<file path="config.mk">
export PLATFORM = sky130hd
export DESIGN_NAME = flash_cmd_decoder
export DESIGN_NICKNAME = d
export VERILOG_FILES = /design/src/rtl/flash_cmd_pkg.sv /design/src/rtl/flash_cmd_classify.sv /design/src/rtl/flash_blk_collect.sv /design/src/rtl/flash_seq_ctrl.sv /design/src/rtl/flash_cmd_decoder.sv
export SDC_FILE = /design/constraint.sdc
export NUM_CORES = 1
export LEC_CHECK = 0
export BUFFER_PORTS_ARGS = -buffer_cell sky130_fd_sc_hd__buf_4
export CAP_MARGIN = 20
export CORE_MARGIN = 2
export CORE_UTILIZATION = 50
export DETAILED_ROUTE_END_ITERATION = 8
export PLACE_DENSITY = 0.75
export SYNTH_ARGS = -nofsm -noshare
export SYNTH_HDL_FRONTEND = slang
export SYNTH_SLANG_ARGS = --single-unit
</file>
<file path="constraint.sdc">
create_clock -name clk -period 2.6 [get_ports clk]
set_input_delay 0.39 -clock clk [delete_from_list [all_inputs] [get_ports clk]]
set_output_delay 0.39 -clock clk [all_outputs]
set_load 0.005 [all_outputs]
</file>
<file path="src/rtl/flash_cmd_pkg.sv">
package flash_cmd_pkg;

  typedef enum logic [3:0] {
    OP_NONE        = 4'd0,
    OP_RESET       = 4'd1,
    OP_SIGNATURE   = 4'd2,
    OP_PROGRAM     = 4'd3,
    OP_BLOCK_ERASE = 4'd4,
    OP_CHIP_ERASE  = 4'd5,
    OP_SUSPEND     = 4'd6,
    OP_RESUME      = 4'd7,
    OP_POWER_DOWN  = 4'd8
  } op_e;

  typedef enum logic [2:0] {
    ST_IDLE,
    ST_UNLK1,
    ST_UNLK2,
    ST_PROG,
    ST_ERA1,
    ST_ERA2,
    ST_ERA3,
    ST_COLLECT
  } state_e;

  localparam logic [7:0] BYTE_KEY_A   = 8'hAA;
  localparam logic [7:0] BYTE_KEY_B   = 8'h55;
  localparam logic [7:0] BYTE_RESET   = 8'hF0;
  localparam logic [7:0] BYTE_IDENT   = 8'h90;
  localparam logic [7:0] BYTE_PROG    = 8'hA0;
  localparam logic [7:0] BYTE_ERASE   = 8'h80;
  localparam logic [7:0] BYTE_CHIP    = 8'h10;
  localparam logic [7:0] BYTE_BLOCK   = 8'h30;
  localparam logic [7:0] BYTE_SUSPEND = 8'hB0;
  localparam logic [7:0] BYTE_PDOWN   = 8'h20;

  typedef struct packed {
    logic at_first;
    logic at_second;
    logic is_key_a;
    logic is_key_b;
    logic is_reset;
    logic is_ident;
    logic is_prog;
    logic is_erase;
    logic is_chip;
    logic is_block;
    logic is_suspend;
    logic is_pdown;
  } wr_class_t;

endpackage

</file>
<file path="src/rtl/flash_cmd_classify.sv">
module flash_cmd_classify
  import flash_cmd_pkg::*;
#(
  parameter int CODE_W = 15
) (
  input  logic [CODE_W-1:0] code_addr,
  input  logic [7:0]        data,
  output wr_class_t         cls
);

  localparam logic [CODE_W-1:0] FIRST_ADDR  = CODE_W'(15'h5555);
  localparam logic [CODE_W-1:0] SECOND_ADDR = CODE_W'(15'h2AAA);

  always_comb begin
    cls.at_first   = (code_addr == FIRST_ADDR);
    cls.at_second  = (code_addr == SECOND_ADDR);
    cls.is_key_a   = (data == BYTE_KEY_A);
    cls.is_key_b   = (data == BYTE_KEY_B);
    cls.is_reset   = (data == BYTE_RESET);
    cls.is_ident   = (data == BYTE_IDENT);
    cls.is_prog    = (data == BYTE_PROG);
    cls.is_erase   = (data == BYTE_ERASE);
    cls.is_chip    = (data == BYTE_CHIP);
    cls.is_block   = (data == BYTE_BLOCK);
    cls.is_suspend = (data == BYTE_SUSPEND);
    cls.is_pdown   = (data == BYTE_PDOWN);
  end

  always_comb begin
    assert (!(cls.at_first && cls.at_second));
  end

endmodule

</file>
<file path="src/rtl/flash_blk_collect.sv">
module flash_blk_collect #(
  parameter int NUM_BLOCKS   = 8,
  parameter int ERASE_WINDOW = 16,
  localparam int BLK_W = $clog2(NUM_BLOCKS),
  localparam int CNT_W = $clog2(ERASE_WINDOW + 1)
) (
  input  logic                  clk,
  input  logic                  rst_n,
  input  logic                  start,
  input  logic                  add,
  input  logic [BLK_W-1:0]      blk_idx,
  output logic                  active,
  output logic                  done,
  output logic [NUM_BLOCKS-1:0] mask
);

  logic [NUM_BLOCKS-1:0] sel;
  logic [NUM_BLOCKS-1:0] mask_q, mask_d;
  logic [CNT_W-1:0]      cnt_q, cnt_d;
  logic                  active_q, active_d;

  for (genvar g = 0; g < NUM_BLOCKS; g++) begin : g_sel
    assign sel[g] = (blk_idx == BLK_W'(g));
  end

  assign done   = active_q && !add && (cnt_q == CNT_W'(1));
  assign active = active_q;
  assign mask   = mask_q;

  always_comb begin
    mask_d   = mask_q;
    cnt_d    = cnt_q;
    active_d = active_q;
    if (start) begin
      mask_d   = sel;
      cnt_d    = CNT_W'(ERASE_WINDOW);
      active_d = 1'b1;
    end else if (active_q) begin
      if (add) begin
        mask_d = mask_q | sel;
        cnt_d  = CNT_W'(ERASE_WINDOW);
      end else if (cnt_q == CNT_W'(1)) begin
        cnt_d    = '0;
        active_d = 1'b0;
      end else begin
        cnt_d = cnt_q - CNT_W'(1);
      end
    end
  end

  always_ff @(posedge clk or negedge rst_n) begin
    if (!rst_n) begin
      mask_q   <= '0;
      cnt_q    <= '0;
      active_q <= 1'b0;
    end else begin
      mask_q   <= mask_d;
      cnt_q    <= cnt_d;
      active_q <= active_d;
    end
  end

  AST_WINDOW_LIVE: assert property (@(posedge clk) disable iff (!rst_n)
    active_q |-> cnt_q != '0);
  AST_WINDOW_CLOSE: assert property (@(posedge clk) disable iff (!rst_n)
    done |=> !active_q);
  AST_WINDOW_RESTART: assert property (@(posedge clk) disable iff (!rst_n)
    active_q && add |=> active_q && cnt_q == CNT_W'(ERASE_WINDOW));

endmodule

</file>
<file path="src/rtl/flash_seq_ctrl.sv">
module flash_seq_ctrl
  import flash_cmd_pkg::*;
#(
  parameter int ADDR_W     = 19,
  parameter int NUM_BLOCKS = 8
) (
  input  logic                  clk,
  input  logic                  rst_n,
  input  logic                  wr_valid,
  input  logic [ADDR_W-1:0]     wr_addr,
  input  logic [7:0]            wr_data,
  input  wr_class_t             cls,
  input  logic                  ctrl_busy,
  input  logic                  ctrl_erase_busy,
  input  logic                  col_done,
  input  logic [NUM_BLOCKS-1:0] col_mask,
  output logic                  col_start,
  output logic                  col_add,
  output logic                  req_valid,
  output op_e                   req_op,
  output logic [ADDR_W-1:0]     req_addr,
  output logic [7:0]            req_data,
  output logic [NUM_BLOCKS-1:0] req_blocks,
  output logic                  ident_mode,
  output logic                  powered_down
);

  state_e                state_q, state_d;
  op_e                   op_q, op_d;
  logic                  vld_q;
  logic [ADDR_W-1:0]     addr_q, addr_d;
  logic [7:0]            data_q, data_d;
  logic [NUM_BLOCKS-1:0] blk_q, blk_d;
  logic                  ident_q, ident_d;
  logic                  pd_q, pd_d;
  logic                  take;
  logic                  busy_susp;

  assign take      = wr_valid && !ctrl_busy;
  assign busy_susp = wr_valid && ctrl_busy && ctrl_erase_busy && cls.is_suspend && !pd_q;

  always_comb begin
    state_d   = state_q;
    op_d      = OP_NONE;
    addr_d    = addr_q;
    data_d    = data_q;
    blk_d     = blk_q;
    ident_d   = ident_q;
    pd_d      = pd_q;
    col_start = 1'b0;
    col_add   = 1'b0;
    if (busy_susp) begin
      op_d    = OP_SUSPEND;
      ident_d = 1'b0;
      state_d = ST_IDLE;
    end else if (state_q == ST_COLLECT) begin
      if (take && cls.is_block) begin
        col_add = 1'b1;
      end else if (col_done) begin
        op_d    = OP_BLOCK_ERASE;
        blk_d   = col_mask;
        state_d = ST_IDLE;
      end
    end else if (take) begin
      state_d = ST_IDLE;
      unique case (state_q)
        ST_IDLE: begin
          if (pd_q) begin
            if (cls.is_reset) begin
              op_d = OP_RESET;
              pd_d = 1'b0;
            end else if (cls.is_key_a && cls.at_first) begin
              state_d = ST_UNLK1;
            end
          end else begin
            ident_d = 1'b0;
            if (cls.is_reset) begin
              op_d = OP_RESET;
            end else if (cls.is_suspend) begin
              op_d = OP_SUSPEND;
            end else if (cls.is_block) begin
              op_d = OP_RESUME;
            end else if (cls.is_pdown && cls.at_first) begin
              op_d = OP_POWER_DOWN;
              pd_d = 1'b1;
            end else if (cls.is_key_a && cls.at_first) begin
              state_d = ST_UNLK1;
            end
          end
        end
        ST_UNLK1: begin
          if (cls.is_key_b && cls.at_second) begin
            state_d = ST_UNLK2;
          end
        end
        ST_UNLK2: begin
          if (cls.at_first) begin
            if (cls.is_reset) begin
              op_d = OP_RESET;
              pd_d = 1'b0;
            end else if (!pd_q) begin
              if (cls.is_ident) begin
                op_d    = OP_SIGNATURE;
                ident_d = 1'b1;
              end else if (cls.is_prog) begin
                state_d = ST_PROG;
              end else if (cls.is_erase) begin
                state_d = ST_ERA1;
              end
            end
          end
        end
        ST_PROG: begin
          op_d   = OP_PROGRAM;
          addr_d = wr_addr;
          data_d = wr_data;
        end
        ST_ERA1: begin
          if (cls.is_key_a && cls.at_first) begin
            state_d = ST_ERA2;
          end
        end
        ST_ERA2: begin
          if (cls.is_key_b && cls.at_second) begin
            state_d = ST_ERA3;
          end
        end
        ST_ERA3: begin
          if (cls.is_chip && cls.at_first) begin
            op_d = OP_CHIP_ERASE;
          end else if (cls.is_block) begin
            col_start = 1'b1;
            state_d   = ST_COLLECT;
          end
        end
        default: state_d = ST_IDLE;
      endcase
    end
  end

  always_ff @(posedge clk or negedge rst_n) begin
    if (!rst_n) begin
      state_q <= ST_IDLE;
      op_q    <= OP_NONE;
      vld_q   <= 1'b0;
      addr_q  <= '0;
      data_q  <= '0;
      blk_q   <= '0;
      ident_q <= 1'b0;
      pd_q    <= 1'b0;
    end else begin
      state_q <= state_d;
      op_q    <= op_d;
      vld_q   <= (op_d != OP_NONE);
      addr_q  <= addr_d;
      data_q  <= data_d;
      blk_q   <= blk_d;
      ident_q <= ident_d;
      pd_q    <= pd_d;
    end
  end

  assign req_valid    = vld_q;
  assign req_op       = op_q;
  assign req_addr     = addr_q;
  assign req_data     = data_q;
  assign req_blocks   = blk_q;
  assign ident_mode   = ident_q;
  assign powered_down = pd_q;

  AST_PROG_CAPTURE: assert property (@(posedge clk) disable iff (!rst_n)
    state_q == ST_PROG && take |=> req_valid && req_op == OP_PROGRAM
      && req_addr == $past(wr_addr) && req_data == $past(wr_data));
  AST_PD_ONLY_RESET: assert property (@(posedge clk) disable iff (!rst_n)
    powered_down |=> !req_valid || req_op == OP_RESET);
  AST_BUSY_IGNORE: assert property (@(posedge clk) disable iff (!rst_n)
    ctrl_busy && wr_valid && state_q != ST_COLLECT
      && !(ctrl_erase_busy && cls.is_suspend) |=> !req_valid && $stable(state_q));
  AST_SINGLE_RESET: assert property (@(posedge clk) disable iff (!rst_n)
    take && state_q == ST_IDLE && cls.is_reset |=> req_valid && req_op == OP_RESET
      && !powered_down && !ident_mode);
  AST_IDENT_CLEAR: assert property (@(posedge clk) disable iff (!rst_n)
    ident_mode && take |=> !ident_mode || req_op == OP_SIGNATURE);

endmodule

</file>
<file path="src/rtl/flash_cmd_decoder.sv">
module flash_cmd_decoder
  import flash_cmd_pkg::*;
#(
  parameter int ADDR_W       = 19,
  parameter int CODE_W       = 15,
  parameter int NUM_BLOCKS   = 8,
  parameter int ERASE_WINDOW = 16,
  localparam int BLK_W = $clog2(NUM_BLOCKS)
) (
  input  logic                  clk,
  input  logic                  rst_n,
  input  logic                  wr_valid,
  input  logic [ADDR_W-1:0]     wr_addr,
  input  logic [7:0]            wr_data,
  input  logic                  ctrl_busy,
  input  logic                  ctrl_erase_busy,
  output logic                  req_valid,
  output logic [3:0]            req_op,
  output logic [ADDR_W-1:0]     req_addr,
  output logic [7:0]            req_data,
  output logic [NUM_BLOCKS-1:0] req_blocks,
  output logic                  ident_mode,
  output logic                  powered_down
);

  logic [1:0]            rst_sync_q;
  logic                  rst_sync_n;
  wr_class_t             cls;
  logic                  col_start;
  logic                  col_add;
  logic                  col_active;
  logic                  col_done;
  logic [NUM_BLOCKS-1:0] col_mask;
  op_e                   op_w;

  always_ff @(posedge clk or negedge rst_n) begin
    if (!rst_n) begin
      rst_sync_q <= 2'b00;
    end else begin
      rst_sync_q <= {rst_sync_q[0], 1'b1};
    end
  end
  assign rst_sync_n = rst_sync_q[1];

  flash_cmd_classify #(
    .CODE_W (CODE_W)
  ) u_classify (
    .code_addr (wr_addr[CODE_W-1:0]),
    .data      (wr_data),
    .cls       (cls)
  );

  flash_blk_collect #(
    .NUM_BLOCKS   (NUM_BLOCKS),
    .ERASE_WINDOW (ERASE_WINDOW)
  ) u_collect (
    .clk     (clk),
    .rst_n   (rst_sync_n),
    .start   (col_start),
    .add     (col_add),
    .blk_idx (wr_addr[ADDR_W-1 -: BLK_W]),
    .active  (col_active),
    .done    (col_done),
    .mask    (col_mask)
  );

  flash_seq_ctrl #(
    .ADDR_W     (ADDR_W),
    .NUM_BLOCKS (NUM_BLOCKS)
  ) u_seq (
    .clk             (clk),
    .rst_n           (rst_sync_n),
    .wr_valid        (wr_valid),
    .wr_addr         (wr_addr),
    .wr_data         (wr_data),
    .cls             (cls),
    .ctrl_busy       (ctrl_busy),
    .ctrl_erase_busy (ctrl_erase_busy),
    .col_done        (col_done),
    .col_mask        (col_mask),
    .col_start       (col_start),
    .col_add         (col_add),
    .req_valid       (req_valid),
    .req_op          (op_w),
    .req_addr        (req_addr),
    .req_data        (req_data),
    .req_blocks      (req_blocks),
    .ident_mode      (ident_mode),
    .powered_down    (powered_down)
  );

  assign req_op = op_w;

  AST_NO_START_IN_WINDOW: assert property (@(posedge clk) disable iff (!rst_sync_n)
    col_active |-> !col_start);
  AST_RESET_STATE: assert property (@(posedge clk)
    !rst_sync_n |=> !req_valid && !ident_mode && !powered_down);

endmodule

</file>
Yosys cells after proc, flatten, opt, wreduce, memory -nomap -nowiden
Index checks and enable logic that the tools add are counted.
{"block": "word_totals", "ff_bits": 61, "output_inout_bits": 42, "wordCells": 163}
{"block": "op_classes", "add_sub_neg": 1, "eq_ne": 37, "n_mux": 79, "bitwise_logic": 4, "n_reduce_logical": 30}
{"cell": "2-to-1 mux 3 bit", "n": 22}
{"cell": "== test 8 bit, second input constant", "n": 6}
{"cell": "2-to-1 mux 4 bit", "n": 12}
{"cell": "2-to-1 mux 1 bit", "n": 32}
{"cell": "== test 3 bit, second input constant", "n": 8}
{"cell": "2-to-1 mux 8 bit", "n": 3}
{"cell": "2-to-1 mux 5 bit", "n": 4}
{"cell": "one-hot mux 3 bit (6 select lines)", "n": 1}
{"cell": "== test 8 x 6 -> 1 bit, second input constant", "n": 2}
{"cell": "one-hot mux 4 bit (4 select lines)", "n": 1}
{"cell": "== test 15 x 14 -> 1 bit, second input constant", "n": 1}
{"cell": "== test 15 bit, second input constant", "n": 1}
{"cell": "== test 3 x 2 -> 1 bit, second input constant", "n": 4}
{"cell": "logical AND 1 bit", "n": 12}
{"cell": "!= test 3 x 2 -> 1 bit, second input constant", "n": 4}
{"cell": "== test 8 x 5 -> 1 bit, second input constant", "n": 1}
{"cell": "== test 8 x 7 -> 1 bit, second input constant", "n": 1}
{"cell": "OR 8 bit", "n": 1}
{"cell": "AND reduction 4 bit", "n": 2}
{"cell": "AND reduction 8 bit", "n": 1}
{"cell": "nonzero test 2 bit", "n": 4}
{"cell": "== test 3 x 1 -> 1 bit, second input constant", "n": 2}
{"cell": "zero test 3 bit", "n": 2}
{"cell": "!= test 3 bit, second input constant", "n": 2}
{"cell": "14 further kinds", "n": 22}

Depth between registers and ports, before layout
Gate-level depths: netlist of run 1.
{"block": "logic_depth", "depth_word": 14, "mapped_depth": 7, "mapped_depth_nobuf": 7}

Hierarchy
A second synthesis of run 1 with hierarchy kept.
{"block": "unflattened", "cells_unflattened": 262, "area_unflattened_um2": 3019.1}
{"module": "flash_seq_ctrl", "instances": 1, "cells_per_inst": 159, "area_each_um2": 2035.7}
{"module": "flash_blk_collect", "instances": 1, "cells_per_inst": 71, "area_each_um2": 693.2}
{"module": "flash_cmd_classify", "instances": 1, "cells_per_inst": 29, "area_each_um2": 236.5}
{"module": "flash_cmd_decoder", "instances": 1, "cells_per_inst": 3, "area_each_um2": 53.8}

Worst setup path after synthesis of run 1
Ideal clock, no wire load.
{"block": "synth_timing", "path_type": "register -> register", "start": "register u_collect.cnt_q[1]", "end": "register u_seq.state_q[2]", "arrival_time_ns": 1.777, "required_time_ns": 2.468, "path_slack_ns": 0.691, "path_stages_with_launch": 8, "synth_period_minus_slack_ns": 1.909, "cell_sequence": "dfrtp_1 -> inv_1 -> ha_1 -> nor4b_1 -> nand3_1 -> o211a_1 -> o31ai_1 -> o31ai_1"}
{"block": "synth_via", "elab_chain_len": 4}
{"element": "start: declaration", "line_no": "flash_blk_collect.sv:19", "rtl": "logic [CNT_W-1:0] cnt_q, cnt_d;"}
{"element": "start signal: assignment", "line_no": "flash_blk_collect.sv:58", "rtl": "cnt_q <= cnt_d;"}
{"element": "== test 5 x 1 -> 1 bit", "line_no": "flash_blk_collect.sv:26", "rtl": "assign done = active_q && !add && (cnt_q == CNT_W'(1));"}
{"element": "logical AND 1 bit", "line_no": "flash_blk_collect.sv:26"}
{"element": "!= test 3 x 2 -> 1 bit (no line)"}
{"element": "AND reduction 3 bit (no line)"}
{"element": "end signal: assignment", "line_no": "flash_seq_ctrl.sv:152", "rtl": "state_q <= state_d;"}
{"element": "end: declaration", "line_no": "flash_seq_ctrl.sv:28", "rtl": "state_e state_q, state_d;"}
Every way passes these cells.
A chain may end at the register's enable or synchronous reset.

Worst setup path in the final report of run 1
{"block": "layout_timing", "start": "register u_seq.pd_q, in the netlist u_seq.powered_down", "end": "register u_seq.blk_q[4], in the netlist u_seq.req_blocks[4]"}
{"block": "layout_via", "elab_chain_len": 7, "word_cells_on_any_way": 8, "classes_between": "mux (1); bitwise (1); reduce/logical (6)"}
{"element": "start: declaration", "line_no": "flash_seq_ctrl.sv:35", "rtl": "logic pd_q, pd_d;"}
{"element": "start signal: assignment", "line_no": "flash_seq_ctrl.sv:159", "rtl": "pd_q <= pd_d;"}
{"element": "zero test 1 bit *", "line_no": "flash_seq_ctrl.sv:40", "rtl": "assign busy_susp = wr_valid && ctrl_busy && ctrl_erase_busy && cls.is_suspend && !pd_q;"}
{"element": "logical AND 1 bit *", "line_no": "flash_seq_ctrl.sv:40"}
{"element": "2-to-1 mux 1 bit", "line_no": "flash_seq_ctrl.sv:52", "rtl": "if (busy_susp) begin"}
{"element": "zero test 1 bit", "line_no": "flash_blk_collect.sv:26"}
{"element": "logical AND 1 bit (2 in a row)", "line_no": "flash_blk_collect.sv:26"}
{"element": "AND reduction 4 bit (no line) *"}
{"element": "end signal: assignment", "line_no": "flash_seq_ctrl.sv:157", "rtl": "blk_q <= blk_d;"}
{"element": "end: declaration", "line_no": "flash_seq_ctrl.sv:33", "rtl": "logic [NUM_BLOCKS-1:0] blk_q, blk_d;"}
Every way passes the cells marked *; elsewhere a longest branch is shown, timed or not.

==> results of run 1 <==
-- final cells by class --
cell class / count / share of cell area
timing repair buffer: 78 / 0.155
tap: 75 / 0.0242
clock inverter: 4 / 0.00678
clock buffer: 11 / 0.0339
inverter: 7 / 0.00678
sequential: 61 / 0.394
multi-input combinational: 188 / 0.379
-- critical path, cell delays in order (launching register included) --
cell and delay [ns]:
dfrtp_1 0.46, nor4b_1 0.40, nand4_1 0.35, nand3_2 0.31, mux2_2 0.37
-- where the power goes --
group	internal (uW)	switching, uW
clock	339	349
sequential	952	12.8
combinational	58.8	77.7
total	1350	439
-- placed cells by master, fill, tap and decap left out, drive strengths merged, types with 3 or more instances in the layout --
master   n
nor4bb   3
nor2    18
dfrtp   61
or3      3
nor3     6
nor4     6
inv      7
nand3b   3
a22o     4
nand4b   3
nand2   22
buf     77
clkbuf  11
nand3    4
nor4b    3
mux2    36
o21ai    6
nand4    7
nand2b   7
or2      4
o31ai    7
clkinv   3
nor3b    4
and4     4
-- cell families after synthesis --
group / Yosys count / synth area share
adder cells (fa/ha/maj): 3 / 0.0114
flip-flops: 61 / 0.498
other: 1 / 0.00122
AO/OA/AOI/OAI: 36 / 0.0922
multiplexers: 36 / 0.132
buffers and inverters: 16 / 0.0220
AND/OR/NAND/NOR: 112 / 0.243
-- registers in the layout, indices dropped and copies added (netlist names) --
name	cells
u_collect.mask	8
u_seq.ident_mode	1
u_seq.state_q	3
u_seq.req_addr	19
u_collect.active	1
rst_sync_q	2
u_seq.req_op	4
u_seq.req_valid	1
u_seq.req_blocks	8
u_collect.cnt_q	5
u_seq.req_data	8
u_seq.powered_down	1
-- through the flow --
step	hold WS (ns)	area (um2)
2_1_floorplan	0.0944	3070
3_3_place_gp	0.173	3710
3_5_place_dp	0.177	3710
4_1_cts	0.282	3880
5_1_grt	0.285	3880
6_report	0.293	3880
-- worst paths after layout --
| kind | end | slack, ns | from | cells after the start |
|---|---|---|---|---|
| worst min register to register | u_seq.req_addr[12]$_DFFE_PN0P_ | 0.29 | rst_sync_q[1]$_DFF_PN0_ | 0 |
| worst max-delay path | u_seq.req_blocks[4]$_DFFE_PN0P_ | 0.60 | u_seq.powered_down$_DFFE_PN0P_ | 4 |
| max in group asynchronous | u_collect.cnt_q[4]$_DFFE_PN0P_ | 1.71 | rst_sync_q[1]$_DFF_PN0_ | 1 |
| worst max register to register | u_seq.req_blocks[4]$_DFFE_PN0P_ | 0.60 | u_seq.powered_down$_DFFE_PN0P_ | 4 |
| worst min-delay path | u_seq.req_addr[12]$_DFFE_PN0P_ | 0.29 | rst_sync_q[1]$_DFF_PN0_ | 0 |
| min in group clk | u_seq.req_addr[15]$_DFFE_PN0P_ | 0.29 | wr_addr[15] | 2 |
-- layer usage --
layer / GRT usage / part of all wire / vias to the layer above
met5: 0 / 0 / -
met4: 0.0883 / 0.014 / 0
met3: 0.0739 / 0.091 / 11
met2: 0.335 / 0.45 / 117
met1: 0.331 / 0.44 / 1209
li1: - / - / 1148
-- repair_timing --
| item | 4_1_cts | 5_1_grt |
|---|---|---|
| buffers inserted | 0 | 0 |
| resized for setup | 0 | 0 |
| hold buffers | 1 | 0 |
| hold endpoints to repair | 2 | 0 |
| endpoints found under the setup margin | 0 | 0 |
==> results_dict.tcl, run 1 <==
set metrics [dict create \
    status "complete, no violations" \
    setup_ws_ns 0.596 \
    rows 28 \
    core_area_um2 5920 \
    skew_ns 0.0123 \
    finalSetupViolations 0 \
    pre_cts_ws_ns 0.470 \
    worstMarginPinSlew_ns 0.632 \
    synthArstFlopShare 1.00 \
    yosys_warnings 0 \
    yosys.cell_count.top_type "dfrtp_1" \
    fp.dieW_um 82.3 \
    avgSynthCellArea_um2 11.6 \
    postRouteAntennaNets 0 \
    power_per_cell_area_nw_per_um2 461 \
    vias 2485 \
    antenna_found_initial 0 \
    synth_cell_type_count 61 \
    finalWeightedCongestion 0.964 \
    max_freq_mhz 499 \
    syn_inst 265 \
    clkTransAtPathRegs_ns 0.07 \
    multi_input_area_um2 1470 \
    synth_commonest_cells "61 x dfrtp_1, 35 x mux2_2, 22 x nand2_1" \
    final-hold-violation-count 0 \
    period_share 0.771 \
    critPathCaptureType "flop" \
    grt_overflow 0 \
    dp.cells 408 \
    synth_area_um2 3070 \
    drt-vias-per-instance 5.86 \
    syn_to_final_growth_pct 26.5 \
    synth_area_leaders "dfrtp_1 50%, mux2_2 13%, nand2_1 2.7%" \
    grt_pass1_wl_mm 11.9 \
    peakVddDrop_mv 0.465 \
    cts.htree.levels 3 \
    maxCapViolations 0 \
    yosysSeqAreaShare 0.498 \
    instances_no_fill 424 \
    crit_type "flop to flop" \
    grt_max_degree 33 \
    synth_edf_count 0 \
    slew_headroom 0.579 \
    grt_setup_unrepaired "false" \
    clockRootBuffer "clkbuf_8" \
    ys.flop_type "dfrtp_1" \
    finalMaxSlewViolations 0 \
    cts_tree "built" \
    period_needed_ns 2.00 \
    hp-class "flop to asynchronous set/reset pin" \
    drcViolationCount 0 \
    first_iter_violations 279 \
    fillCellCount 489 \
    grt_pass1_vias 2404 \
    layout.nets 379 \
    die_h_um 82.3 \
    dieArea_um2 6770 \
    final_util 0.655 \
    port_buffers 73 \
    worstSkewPairLatency_ns 0.33 \
    path_max_fanout 8 \
    finalSetupTns_ns 0 \
    drt-pass1-iter-count 6 \
    grtUsageTotal 0.234 \
    dpl.hpwl_mm 5.41 \
    p_leak_uw 0.00193 \
    clockBufferDepth 2 \
    initial_core_util 0.518 \
    arrival_ns 2.22 \
    diodes 0 \
    crit_required_ns 2.82 \
    netlist.area_leader.share 0.498 \
    drt_wl_total_mm 7.32 \
    cts_num_sinks 61 \
    worstSetupStartpointType "flop" \
    netlist.top_cell.by_area "dfrtp_1" \
    io_pins 74 \
    wl_per_cell_um 17.3 \
    ys_ff_latch 61 \
    power_uw 1790 \
    regArea_um2 1530 \
    cts_buffers 9 \
    drive_above_1_share 0.418 \
    syn_nets 299 \
]
Power figures use the tool's default switching activity.
==> run 2, diff against run 1 <==
--- a/config.mk
+++ b/config.mk
@@ -5,12 +5,13 @@
 export SDC_FILE = /design/constraint.sdc
 export NUM_CORES = 1
 export LEC_CHECK = 0
+export ABC_AREA = 1
 export BUFFER_PORTS_ARGS = -buffer_cell sky130_fd_sc_hd__buf_4
 export CAP_MARGIN = 20
 export CORE_MARGIN = 2
-export CORE_UTILIZATION = 50
+export CORE_UTILIZATION = 49
 export DETAILED_ROUTE_END_ITERATION = 8
-export PLACE_DENSITY = 0.75
+export PLACE_DENSITY = 0.76
 export SYNTH_ARGS = -nofsm -noshare
 export SYNTH_HDL_FRONTEND = slang
 export SYNTH_SLANG_ARGS = --single-unit
==> constraint.sdc (replaced) <==
create_clock -name clk -period 1.7 [get_ports clk]
set_input_delay 0.255 -clock clk [delete_from_list [all_inputs] [get_ports clk]]
set_output_delay 0.255 -clock clk [all_outputs]
set_load 0.005 [all_outputs]
==> run 2 against run 1 <==
Die area up 8.0%. Final cell count up 44%. Clock power up 120%. Register-to-register slack worse by 0.50 ns. Maximum frequency up 25%. Sequential power up 52%. Largest cell class unchanged. Largest power group is now the clock network. Highest routed layer unchanged.
==> results_dict.tcl, run 2 <==
set metrics [dict create \
    path_max_fanout 8 \
    cts_buffers 9 \
    netlist.area_leader.share 0.469 \
    synthAdderAreaFrac 0.00768 \
    yosys.cell_count.top_type "nand2_1" \
    dpl.hpwl_mm 6.12 \
    finalWeightedCongestion 0.921 \
    ys.flop_type "dfrtp_1" \
    grt_overflow 0 \
    fillCellCount 562 \
    final_area_um2 4340 \
    final_util 0.680 \
    max_freq_mhz 624 \
    worstSkewPairLatency_ns 0.36 \
    finalSetupViolations 0 \
    avgSynthCellArea_um2 7.57 \
    finalMaxSlewViolations 0 \
    peakVddDrop_mv 0.571 \
    yosysSeqAreaShare 0.469 \
    antenna_found_initial 0 \
    critPathCaptureType "flop" \
    pre_cts_ws_ns -0.00499 \
    cts.htree.levels 3 \
    synth_commonest_cells "107 x nand2_1, 61 x dfrtp_1, 59 x inv_1" \
    period_needed_ns 1.60 \
    synth_xor_area_frac 0.00807 \
    largest_register_ffs 19 \
    synth_area_leaders "dfrtp_1 47%, nand2_1 12%, o21ai_0 8.8%" \
    yosys.area_share.simple 0.314 \
    setup_ws_ns 0.0964 \
    syn_inst 430 \
    postRouteAntennaNets 0 \
    synth_cell_type_count 35 \
    crit_type "flop to flop" \
    synth_top_family_by_area "simple AND/OR/NAND/NOR gates" \
    status "complete, no violations" \
    regArea_um2 1530 \
    wl_per_cell_um 13.6 \
    diodes 0 \
    layout.nets 562 \
    ys_ff_latch 61 \
    clkTransAtPathRegs_ns 0.08 \
    drt_wl_total_mm 8.31 \
    clockRootBuffer "clkbuf_8" \
    port_buffers 73 \
    fp.dieW_um 85.5 \
    first_iter_violations 258 \
    grt_max_degree 60 \
    synth_edf_count 0 \
    rows 29 \
    grt_pass1_vias 3091 \
    worstSetupStartpointType "flop" \
    yosys_warnings 0 \
    drive_above_1_share 0.265 \
    muxShareOfSynthArea 0.00346 \
    whs_ns 0.144 \
    drt-pass1-iter-count 5 \
    place_area_um2 4030 \
    syn_to_final_growth_pct 33.3 \
    p_leak_uw 0.00229 \
    drcViolationCount 0 \
    crit_required_ns 1.97 \
    cts_tree "built" \
    final-hold-violation-count 0 \
    final_common_cell "nand2_1" \
    synth_compound_area_frac 0.110 \
    arrival_ns 1.87 \
    power_per_cell_area_nw_per_um2 760 \
    drt-vias-per-instance 5.23 \
    synthArstFlopShare 1.00 \
    clockBufferDepth 2 \
    skew_ns 0.0142 \
    period_share 0.943 \
    hp-class "input pin to flop" \
    maxCapViolations 0 \
    synth_area_um2 3260 \
    multi_input_area_um2 1470 \
    syn_nets 464 \
    cts_num_sinks 61 \
    dieArea_um2 7310 \
    vias 3193 \
    grt_pass1_wl_mm 14.0 \
    layout_common_cells "105 x nand2_1, 89 x buf_4, 58 x dfrtp_1, 56 x inv_1, 56 x o21ai_0" \
    core_area_um2 6390 \
    die_h_um 85.5 \
    io_pins 74 \
    netlist.top_cell.by_area "dfrtp_1" \
    grtUsageTotal 0.240 \
    initial_core_util 0.510 \
]
-- run 2: cell count changes after synthesis, sizes merged, moves of 4 or more --
cell / delta
nand2: +88
inv: +56
o21ai: +54
nand3: +38
mux2: -35
nor2: +22
nand4: +12
nand2b: -7
o31ai: -7
a22o: -4
and4: -4
or2: -4
-- run 2: critical path, cell delays in order, from the launching register on --
cell	delay, ns
dfrtp_1	0.44
inv_2	0.11
nor3_4	0.17
inv_2	0.06
nor2_2	0.09
inv_2	0.09
nor2_8	0.11
inv_4	0.06
o21ai_4	0.09
clkbuf_16	0.19
nand2_1	0.05
o21ai_0	0.07
-- run 2: path summary, 6_finish.rpt --
path | from | endpoint | slack [ns] | depth (start not counted)
setup / recovery | u_seq.state_q[1]$_DFFE_PN0P_ | u_collect.mask[7]$_DFFE_PN0P_ | 0.1 | 11
hold / removal | wr_addr[15] | u_seq.req_addr[15]$_DFFE_PN0P_ | 0.14 | 2
setup reg to reg | u_seq.state_q[1]$_DFFE_PN0P_ | u_collect.mask[7]$_DFFE_PN0P_ | 0.1 | 11
hold reg to reg | rst_sync_q[1]$_DFF_PN0_ | u_collect.mask[3]$_DFFE_PN0P_ | 0.27 | 1
max in group asynchronous | rst_sync_q[1]$_DFF_PN0_ | u_seq.state_q[0]$_DFFE_PN0P_ | 1.16 | 1
min in group asynchronous | rst_n | rst_sync_q[1]$_DFF_PN0_ | 0.25 | 2
-- run 2: cell families after synthesis --
family | Yosys count
DFF | 61
adders and majority gates | 2
xor gates and xnor gates | 3
AOI/OAI and AO/OA | 66
other | 1
buffers and inverters | 72
and+or+nand+nor | 224
muxes | 1
-- run 2: per-stage QoR --
step / setup TNS (ns) / total power, uW / cells
finish: 0 / 3300 / 610
floorplan: 0 / 1640 / 430
global route: -0.0329 / 3420 / 610
detailed placement: -0.00499 / 1800 / 589
CTS: 0 / 3320 / 606
global placement: 0 / 1790 / 589
-- run 2: where the power goes --
| part | leakage (uW) | switching, uW | total (uW) | internal [uW] |
|---|---|---|---|---|
| combinational | 0.00137 | 182 | 307 | 125 |
| clock | 0.000115 | 673 | 1520 | 848 |
| sequential | 0.000799 | 7.84 | 1470 | 1460 |
| total | 0.00229 | 863 | 3300 | 2440 |
-- run 2: repair_timing --
| action | 4_1_cts | 5_1_grt |
|---|---|---|
| resized for setup | 1 | 13 |
| cloned | 0 | 1 |
| endpoints found under the setup margin | 2 | 38 |
| hold buffers | 1 | 0 |
| setup buffers | 0 | 3 |
| endpoints found under the hold margin | 2 | 0 |
| pin swaps | 0 | 1 |
-- run 2: layout make-up --
| class | count | share of cell area |
|---|---|---|
| clock inverters | 7 | 0.0239 |
| flip-flops and latches | 61 | 0.352 |
| multi-input cells | 297 | 0.339 |
| repair buffers | 95 | 0.178 |
| well taps | 77 | 0.0222 |
| clock buffers | 9 | 0.0285 |
| inverters | 64 | 0.0559 |
-- run 2: layer usage --
layer	up-vias	share of wire	track usage
met5	-	0	0
met4	0	0.015	0.0693
met3	14	0.069	0.0529
met2	119	0.48	0.411
met1	1461	0.43	0.307
li1	1599	-	-
